<file path="config.mk">
export PLATFORM = sky130hd
export DESIGN_NAME = rdr_pwr_ctrl
export DESIGN_NICKNAME = d
export VERILOG_FILES = /design/src/rtl/rdr_pwr_pkg.sv /design/src/rtl/rdr_pwr_timer.sv /design/src/rtl/rdr_pwr_wake_det.sv /design/src/rtl/rdr_pwr_fsm.sv /design/src/rtl/rdr_pwr_outdec.sv /design/src/rtl/rdr_pwr_ctrl.sv
export SDC_FILE = /design/constraint.sdc
export NUM_CORES = 1
export LEC_CHECK = 0
export CORE_MARGIN = 1.5
export CORE_UTILIZATION = 30
export CTS_BUF_LIST = sky130_fd_sc_hd__clkbuf_16
export DETAILED_ROUTE_END_ITERATION = 10
export DONT_BUFFER_PORTS = 1
export GPL_TIMING_DRIVEN = 0
export PLACE_DENSITY = 0.52
export SLEW_MARGIN = 5
export SYNTH_ARGS = -nofsm -noshare
export SYNTH_HDL_FRONTEND = slang
export SYNTH_SLANG_ARGS = --single-unit
</file>
<file path="constraint.sdc">
create_clock -name clk -period 1.9 [get_ports clk]
set_input_delay 0.095 -clock clk [delete_from_list [all_inputs] [get_ports clk]]
set_output_delay 0.095 -clock clk [all_outputs]
set_load 0.01 [all_outputs]
</file>
<file path="src/rtl/rdr_pwr_pkg.sv">
package rdr_pwr_pkg;

   typedef enum logic [1:0] {
      PM_HARD_OFF = 2'd0,
      PM_WAKING   = 2'd1,
      PM_RUN      = 2'd2,
      PM_DOZE     = 2'd3
   } pm_state_e;

   typedef struct packed {
      logic reg_en;
      logic osc_en;
      logic in_clamp;
      logic out_hiz;
      logic tx_en;
      logic rx_en;
      logic ready;
   } pm_outs_t;

endpackage

</file>
<file path="src/rtl/rdr_pwr_timer.sv">
module rdr_pwr_timer #(
   parameter int unsigned STARTUP_CYC = 15
) (
   input  logic clk,
   input  logic rst_n,
   input  logic run_i,
   output logic done_o
);

   localparam int unsigned CNT_W = (STARTUP_CYC > 2) ? $clog2(STARTUP_CYC) : 1;
   localparam logic [CNT_W-1:0] LAST = CNT_W'(STARTUP_CYC - 1);

   generate
      if (STARTUP_CYC < 2) begin : g_bad_cyc
         $error("rdr_pwr_timer: STARTUP_CYC must be at least 2");
      end
   endgenerate

   logic [CNT_W-1:0] cnt_q;

   assign done_o = run_i && (cnt_q == LAST);

   always_ff @(posedge clk or negedge rst_n) begin
      if (!rst_n) begin
         cnt_q <= '0;
      end else if (!run_i || done_o) begin
         cnt_q <= '0;
      end else begin
         cnt_q <= cnt_q + 1'b1;
      end
   end


   cnt_range_chk: assert property (@(posedge clk) disable iff (!rst_n)
      cnt_q <= LAST);


   cnt_restart_chk: assert property (@(posedge clk) disable iff (!rst_n)
      !run_i |=> cnt_q == '0);

endmodule

</file>
<file path="src/rtl/rdr_pwr_wake_det.sv">
module rdr_pwr_wake_det #(
   parameter int unsigned          BYTE_W    = 8,
   parameter logic [BYTE_W-1:0]    WAKE_CODE = 8'h55,
   parameter bit                   PIPE      = 1'b0
) (
   input  logic              clk,
   input  logic              rst_n,
   input  logic              valid_i,
   input  logic [BYTE_W-1:0] byte_i,
   output logic              hit_o
);

   generate
      if (BYTE_W < 1) begin : g_bad_w
         $error("rdr_pwr_wake_det: BYTE_W must be positive");
      end
   endgenerate

   logic match;
   assign match = valid_i && (byte_i == WAKE_CODE);

   generate
      if (PIPE) begin : g_reg
         logic hit_q;
         always_ff @(posedge clk or negedge rst_n) begin
            if (!rst_n) hit_q <= 1'b0;
            else        hit_q <= match;
         end
         assign hit_o = hit_q;
      end else begin : g_comb
         assign hit_o = match;
      end
   endgenerate

endmodule

</file>
<file path="src/rtl/rdr_pwr_fsm.sv">
module rdr_pwr_fsm
   import rdr_pwr_pkg::*;
(
   input  logic      clk,
   input  logic      rst_n,
   input  logic      pdn_i,
   input  logic      stby_bit_i,
   input  logic      wake_hit_i,
   input  logic      su_done_i,
   output pm_state_e state_o,
   output logic      stby_clr_o
);

   pm_state_e st_q, st_d;
   logic      clr_q, clr_d;

   always_comb begin
      st_d  = st_q;
      clr_d = 1'b0;
      if (pdn_i) begin
         st_d = PM_HARD_OFF;
      end else begin
         unique case (st_q)
            PM_HARD_OFF: begin
               st_d  = PM_WAKING;
               clr_d = 1'b1;
            end
            PM_WAKING: begin
               if (su_done_i) st_d = PM_RUN;
            end
            PM_RUN: begin
               if (stby_bit_i) st_d = PM_DOZE;
            end
            PM_DOZE: begin
               if (wake_hit_i) begin
                  st_d  = PM_WAKING;
                  clr_d = 1'b1;
               end else if (!stby_bit_i) begin
                  st_d = PM_WAKING;
               end
            end
            default: st_d = PM_HARD_OFF;
         endcase
      end
   end

   always_ff @(posedge clk or negedge rst_n) begin
      if (!rst_n) begin
         st_q  <= PM_WAKING;
         clr_q <= 1'b0;
      end else begin
         st_q  <= st_d;
         clr_q <= clr_d;
      end
   end

   assign state_o    = st_q;
   assign stby_clr_o = clr_q;


   pdn_wins_chk: assert property (@(posedge clk) disable iff (!rst_n)
      pdn_i |=> st_q == PM_HARD_OFF);


   pdn_exit_chk: assert property (@(posedge clk) disable iff (!rst_n)
      (st_q == PM_HARD_OFF && !pdn_i) |=> (st_q == PM_WAKING && clr_q));


   wake_hold_chk: assert property (@(posedge clk) disable iff (!rst_n)
      (st_q == PM_WAKING && !su_done_i && !pdn_i) |=> st_q == PM_WAKING);


   wake_byte_chk: assert property (@(posedge clk) disable iff (!rst_n)
      (st_q == PM_DOZE && wake_hit_i && !pdn_i) |=> (st_q == PM_WAKING && clr_q));


   stby_exit_chk: assert property (@(posedge clk) disable iff (!rst_n)
      (st_q == PM_DOZE && !stby_bit_i && !wake_hit_i && !pdn_i) |=> (st_q == PM_WAKING && !clr_q));

endmodule

</file>
<file path="src/rtl/rdr_pwr_outdec.sv">
module rdr_pwr_outdec
   import rdr_pwr_pkg::*;
(
   input  pm_state_e state_i,
   input  logic      modem_off_i,
   output pm_outs_t  outs_o
);

   always_comb begin
      outs_o = '0;
      unique case (state_i)
         PM_HARD_OFF: begin
            outs_o.in_clamp = 1'b1;
            outs_o.out_hiz  = 1'b1;
         end
         PM_WAKING: begin
            outs_o.reg_en = 1'b1;
            outs_o.osc_en = 1'b1;
         end
         PM_RUN: begin
            outs_o.reg_en = 1'b1;
            outs_o.osc_en = 1'b1;
            outs_o.tx_en  = !modem_off_i;
            outs_o.rx_en  = !modem_off_i;
            outs_o.ready  = 1'b1;
         end
         PM_DOZE: begin
            outs_o = '0;
         end
         default: outs_o = '0;
      endcase
   end

endmodule

</file>
<file path="src/rtl/rdr_pwr_ctrl.sv">
module rdr_pwr_ctrl
   import rdr_pwr_pkg::*;
#(
   parameter int unsigned       CLK_KHZ    = 1000,
   parameter int unsigned       STARTUP_NS = 15000,
   parameter int unsigned       BYTE_W     = 8,
   parameter logic [BYTE_W-1:0] WAKE_CODE  = 8'h55,
   parameter bit                WAKE_PIPE  = 1'b0
) (
   input  logic              clk,
   input  logic              rst_n,
   input  logic              pdn_i,
   input  logic              stby_bit_i,
   input  logic              modem_off_i,
   input  logic              rx_valid_i,
   input  logic [BYTE_W-1:0] rx_byte_i,
   input  logic              rd_req_i,
   output logic              rd_ack_o,
   output logic              reg_en_o,
   output logic              osc_en_o,
   output logic              in_clamp_o,
   output logic              out_hiz_o,
   output logic              tx_en_o,
   output logic              rx_en_o,
   output logic              ready_o,
   output logic              stby_clr_o
);

   localparam int unsigned STARTUP_CYC = (STARTUP_NS * CLK_KHZ + 999999) / 1000000;

   generate
      if (CLK_KHZ == 0) begin : g_bad_clk
         $error("rdr_pwr_ctrl: CLK_KHZ must be positive");
      end
   endgenerate

   pm_state_e state;
   pm_outs_t  outs;
   logic      su_done;
   logic      wake_hit;

   rdr_pwr_wake_det #(
      .BYTE_W   (BYTE_W),
      .WAKE_CODE(WAKE_CODE),
      .PIPE     (WAKE_PIPE)
   ) i_wake (
      .clk    (clk),
      .rst_n  (rst_n),
      .valid_i(rx_valid_i),
      .byte_i (rx_byte_i),
      .hit_o  (wake_hit)
   );

   rdr_pwr_timer #(
      .STARTUP_CYC(STARTUP_CYC)
   ) i_timer (
      .clk   (clk),
      .rst_n (rst_n),
      .run_i (state == PM_WAKING),
      .done_o(su_done)
   );

   rdr_pwr_fsm i_fsm (
      .clk       (clk),
      .rst_n     (rst_n),
      .pdn_i     (pdn_i),
      .stby_bit_i(stby_bit_i),
      .wake_hit_i(wake_hit),
      .su_done_i (su_done),
      .state_o   (state),
      .stby_clr_o(stby_clr_o)
   );

   rdr_pwr_outdec i_dec (
      .state_i    (state),
      .modem_off_i(modem_off_i),
      .outs_o     (outs)
   );

   assign reg_en_o   = outs.reg_en;
   assign osc_en_o   = outs.osc_en;
   assign in_clamp_o = outs.in_clamp;
   assign out_hiz_o  = outs.out_hiz;
   assign tx_en_o    = outs.tx_en;
   assign rx_en_o    = outs.rx_en;
   assign ready_o    = outs.ready;
   assign rd_ack_o   = rd_req_i && outs.ready;


   read_gate_chk: assert property (@(posedge clk) disable iff (!rst_n)
      rd_ack_o |-> state == PM_RUN);


   ready_after_timer_chk: assert property (@(posedge clk) disable iff (!rst_n)
      (state == PM_WAKING && su_done && !pdn_i) |=> ready_o);


   pad_iso_chk: assert property (@(posedge clk) disable iff (!rst_n)
      in_clamp_o |-> (out_hiz_o && !reg_en_o && !osc_en_o && !tx_en_o && !rx_en_o));

endmodule

</file>
==> metrics.md <==
| Metric | Value |
|---|---|
| Width of the die | `42.9 µm` |
| Status | `finished, final reports clean` |
| Clock root cell | `sky130_fd_sc_hd__clkbuf_16` |
| Die span in y | `42.9 µm` |
| Inserted Clock Buffers | `3` |
| Setup TNS | `0 ps` |
| Tmin final | `1590 ps` |
| Maximum frequency from static timing analysis | `630 MHz` |
| Cell area power density | `1480 nW/µm²` |
| Routed wire per std cell | `12.3 µm` |
| Share of total power consumed by net switching | `0.313` |
| Switching power | `0.000276 W` |
| Worst hold slack | `47.5 ps` |
| Least setup slack across all paths after layout | `312 ps` |
| Worst slew pin tran | `316 ps` |
| Cell with the largest stage delay on the worst path | `sky130_fd_sc_hd__dfstp_2` |
| Clock latency of the later-clocked register in the worst-skew pair | `230 ps` |
| Maximum buffer depth of the clock tree | `2` |
| Post-synth top area cell | `sky130_fd_sc_hd__dfrtp_1` |
| Number of buffers inserted by port buffering | `0` |
| Routability cong. | `0.677` |
| Worst Path Class, Setup | `reg -> out` |
| Number of non-filler instances in the completed layout | `71` |
| NumNets Final | `78` |
| Boundary Pins | `24` |
| Clock H-tree levels | `1` |
| Count of unique library cells instantiated by Yosys | `22` |
| Critical path buffers and inverters | `3` |
| Headroom to the max-slew limit | `0.789` |
| Synth top area cells | `sky130_fd_sc_hd__dfrtp_1 (31%), sky130_fd_sc_hd__ha_1 (18%), sky130_fd_sc_hd__dfstp_2 (5.5%), sky130_fd_sc_hd__buf_4 (4.7%), sky130_fd_sc_hd__inv_1 (3.9%)` |
| Series of cell instances along the critical path | `inv_1, ha_1, inv_1, nor2_1, buf_4` |
| Worst Skew | `0.166 ps` |
| Number of max-capacitance violations reported | `0` |
| Num Clock Sinks | `7` |
| Number of iterations in the first detailed-routing pass | `4` |
| Leakage power total | `0.274 nW` |
| Pins Over Slew Limit | `0` |
| Total wirelength of the detailed-routed design | `873 µm` |
| DP Cell Count | `65` |
| Logic gate share of total power | `0.330` |
| Seq cells post-synth | `7` |
| Endpoints failing hold | `0` |
| Fraction of the yosys area taken by sequential cells | `0.370` |
| DRC errors left | `0` |
| Drt via density | `4.85` |
| Internal power | `0.000606 W` |
| Worst setup slack before clock tree synthesis | `318 ps` |
| Clk slew on worst S/H paths | `30 ps` |
| Largest net degree at the start of global routing | `8` |
| Yosys warns | `0` |
| Detail Placement HPWL | `695 µm` |
| Category of cells accounting for the largest share of critical-path delay | `flip-flops` |
| Post-synth net total | `71` |
| Core outline area | `1490 µm²` |
| Fraction of final layout cells with drive strength greater than 1 | `0.164` |
| Instance count of the mapped netlist | `49` |
| Total Die Area | `1840 µm²` |
| Proportion of power drawn by the clock network | `0.390` |
| Remaining number of nets flagged by the antenna check after routing | `0` |
| Proportion of netlist area held by the largest area contributor | `0.315` |
| Delay of the slowest critical-path stage | `560 ps` |
| First-pass GRT wire length | `1580 µm` |
| Worst ir drop on vdd | `0.684 mV` |
| Initial standard-cell utilization of the core | `0.320` |
| Tcrit/Tclk final | `0.836` |
| Antenna diodes | `0` |
| Layout overhead on the synthesized area | `24.9%` |
| Vias | `344` |
| Post-synth design cell area | `477 µm²` |
| Worst setup SP type | `register` |
| Hold Crit Class | `in -> reg` |
| Std cell rows | `14` |
| Number of antenna violations at the first check in global routing | `0` |
| Critical Path Most Common Cell | `sky130_fd_sc_hd__inv_1` |
| Total overflow reported by the global router | `0` |
| Largest fanout of any net on the critical path | `4` |
| Per-instance average area after synthesis | `9.73 µm²` |
| TritonCTS clock tree | `built` |
| Register share of total power | `0.280` |
| Critical path data required time | `1800 ps` |
| Overall fraction of global-route tracks in use | `0.121` |
| Number of global-route vias before repair | `356` |
| Post-CTS setup repair buffer count | `0` |
| Category of the worst setup path capture point | `output port` |
| Data arrival time of the critical path | `1490 ps` |
| RSZ-0062 raised after global routing | `no` |
| Setup violators final | `0` |
| Number of DRC markers in iteration 0 | `6` |
==> cells in the mapped netlist <==
cell type,instances
sky130_fd_sc_hd__nor2_1,5
sky130_fd_sc_hd__nand3b_1,1
sky130_fd_sc_hd__o21ai_1,1
sky130_fd_sc_hd__a21boi_0,1
sky130_fd_sc_hd__a21oi_1,2
sky130_fd_sc_hd__nand2_1,3
sky130_fd_sc_hd__nor4bb_1,1
sky130_fd_sc_hd__ha_1,7
sky130_fd_sc_hd__and4_1,1
sky130_fd_sc_hd__o221ai_2,1
sky130_fd_sc_hd__dfrtp_1,6
sky130_fd_sc_hd__dfstp_2,1
sky130_fd_sc_hd__nand2b_1,2
sky130_fd_sc_hd__nand3_1,1
sky130_fd_sc_hd__nor3_1,1
sky130_fd_sc_hd__inv_1,5
sky130_fd_sc_hd__mux2_4,1
sky130_fd_sc_hd__mux2i_1,1
sky130_fd_sc_hd__nor3b_1,1
sky130_fd_sc_hd__buf_4,3
sky130_fd_sc_hd__and2_1,2
sky130_fd_sc_hd__o21ai_0,2
==> power by group through the flow <==
stage	Clock, W	Combinational (W)	Sequential (W)
after detailed placement	0	0.000290	0.000249
after floorplan	0	0.000255	0.000234
after CTS	0.000354	0.000297	0.000248
after global placement	0	0.000292	0.000246
final	0.000344	0.000291	0.000247
after global routing	0.000367	0.000330	0.000257
==> final timing paths <==
kind | from | to | slack (ps) | cells past startpoint
worst max-delay path | i_fsm.state_o[0] | tx_en_o | 310 | 5
worst min-delay path | pdn_i | i_fsm.state_o[1] | 50 | 2
worst max register to register | i_timer.cnt_q[0] | i_fsm.state_o[0] | 330 | 6
worst min register to register | i_timer.cnt_q[0] | i_timer.cnt_q[0] | 500 | 1
max in group asynchronous | rst_n | i_fsm.state_o[0] | 1420 | 1
min in group asynchronous | rst_n | i_timer.cnt_q[0] | 200 | 1
==> cells in the final DEF, fill, tap and decap left out, types with 2 or more instances in the layout <==
master	netlist	layout
sky130_fd_sc_hd__a21oi_1	2	2
sky130_fd_sc_hd__and2_1	2	2
sky130_fd_sc_hd__buf_4	3	3
sky130_fd_sc_hd__clkbuf_16	0	3
sky130_fd_sc_hd__dfrtp_1	6	6
sky130_fd_sc_hd__dlygate4sd3_1	0	2
sky130_fd_sc_hd__ha_1	7	7
sky130_fd_sc_hd__inv_1	5	6
sky130_fd_sc_hd__nand2_1	3	3
sky130_fd_sc_hd__nand2b_1	2	2
sky130_fd_sc_hd__nor2_1	5	5
sky130_fd_sc_hd__o21ai_0	2	2
==> timing repair <==
item,4_1_cts,5_1_grt
gates resized for setup,0,0
endpoints found under the hold margin,8,0
hold buffers,2,0
setup endpoints to repair,0,0
==> metal layers <==
metal  share of wire  track usage
met5               0            0
met1            0.45        0.147
met2            0.49        0.167
met4               0        0.113
met3           0.060       0.0340
==> area by class of cell <==
type | instances | area, µm²
repair buffers | 2 | 20.0
inverters | 5 | 18.8
clock buffers | 3 | 75.1
plain buffers | 3 | 22.5
multi-input cells | 34 | 259
flip-flops and latches | 7 | 176
fillers | 150 | 893
well taps | 16 | 20.0
clock inverters | 1 | 3.75
==> cell families (layout without fill, tap and decap cells) <==
group	Yosys count	in the layout	synth area share
AND/OR/NAND/NOR	18	18	0.207
buffers and inverters	8	14	0.0866
adder cells (fa/ha/maj)	7	7	0.184
AO/OA/AOI/OAI	7	7	0.0997
flip-flops	7	7	0.370
multiplexers	2	2	0.0525
==> flip-flops by register name (all words and copies together), names as in the netlist <==
name / cells
i_fsm.state_o: 2
i_fsm.stby_clr_o: 1
i_timer.cnt_q: 4
==> stage by stage <==
stage | utilization | cell area, µm² | total power (W)
5_1_grt | 0.400 | 596 | 0.000954
2_1_floorplan | - | 477 | 0.000490
3_5_place_dp | 0.334 | 497 | 0.000539
4_1_cts | 0.400 | 596 | 0.000899
3_3_place_gp | 0.334 | 497 | 0.000538
6_report | 0.400 | 596 | 0.000882
Power figures use the tool's default switching activity.
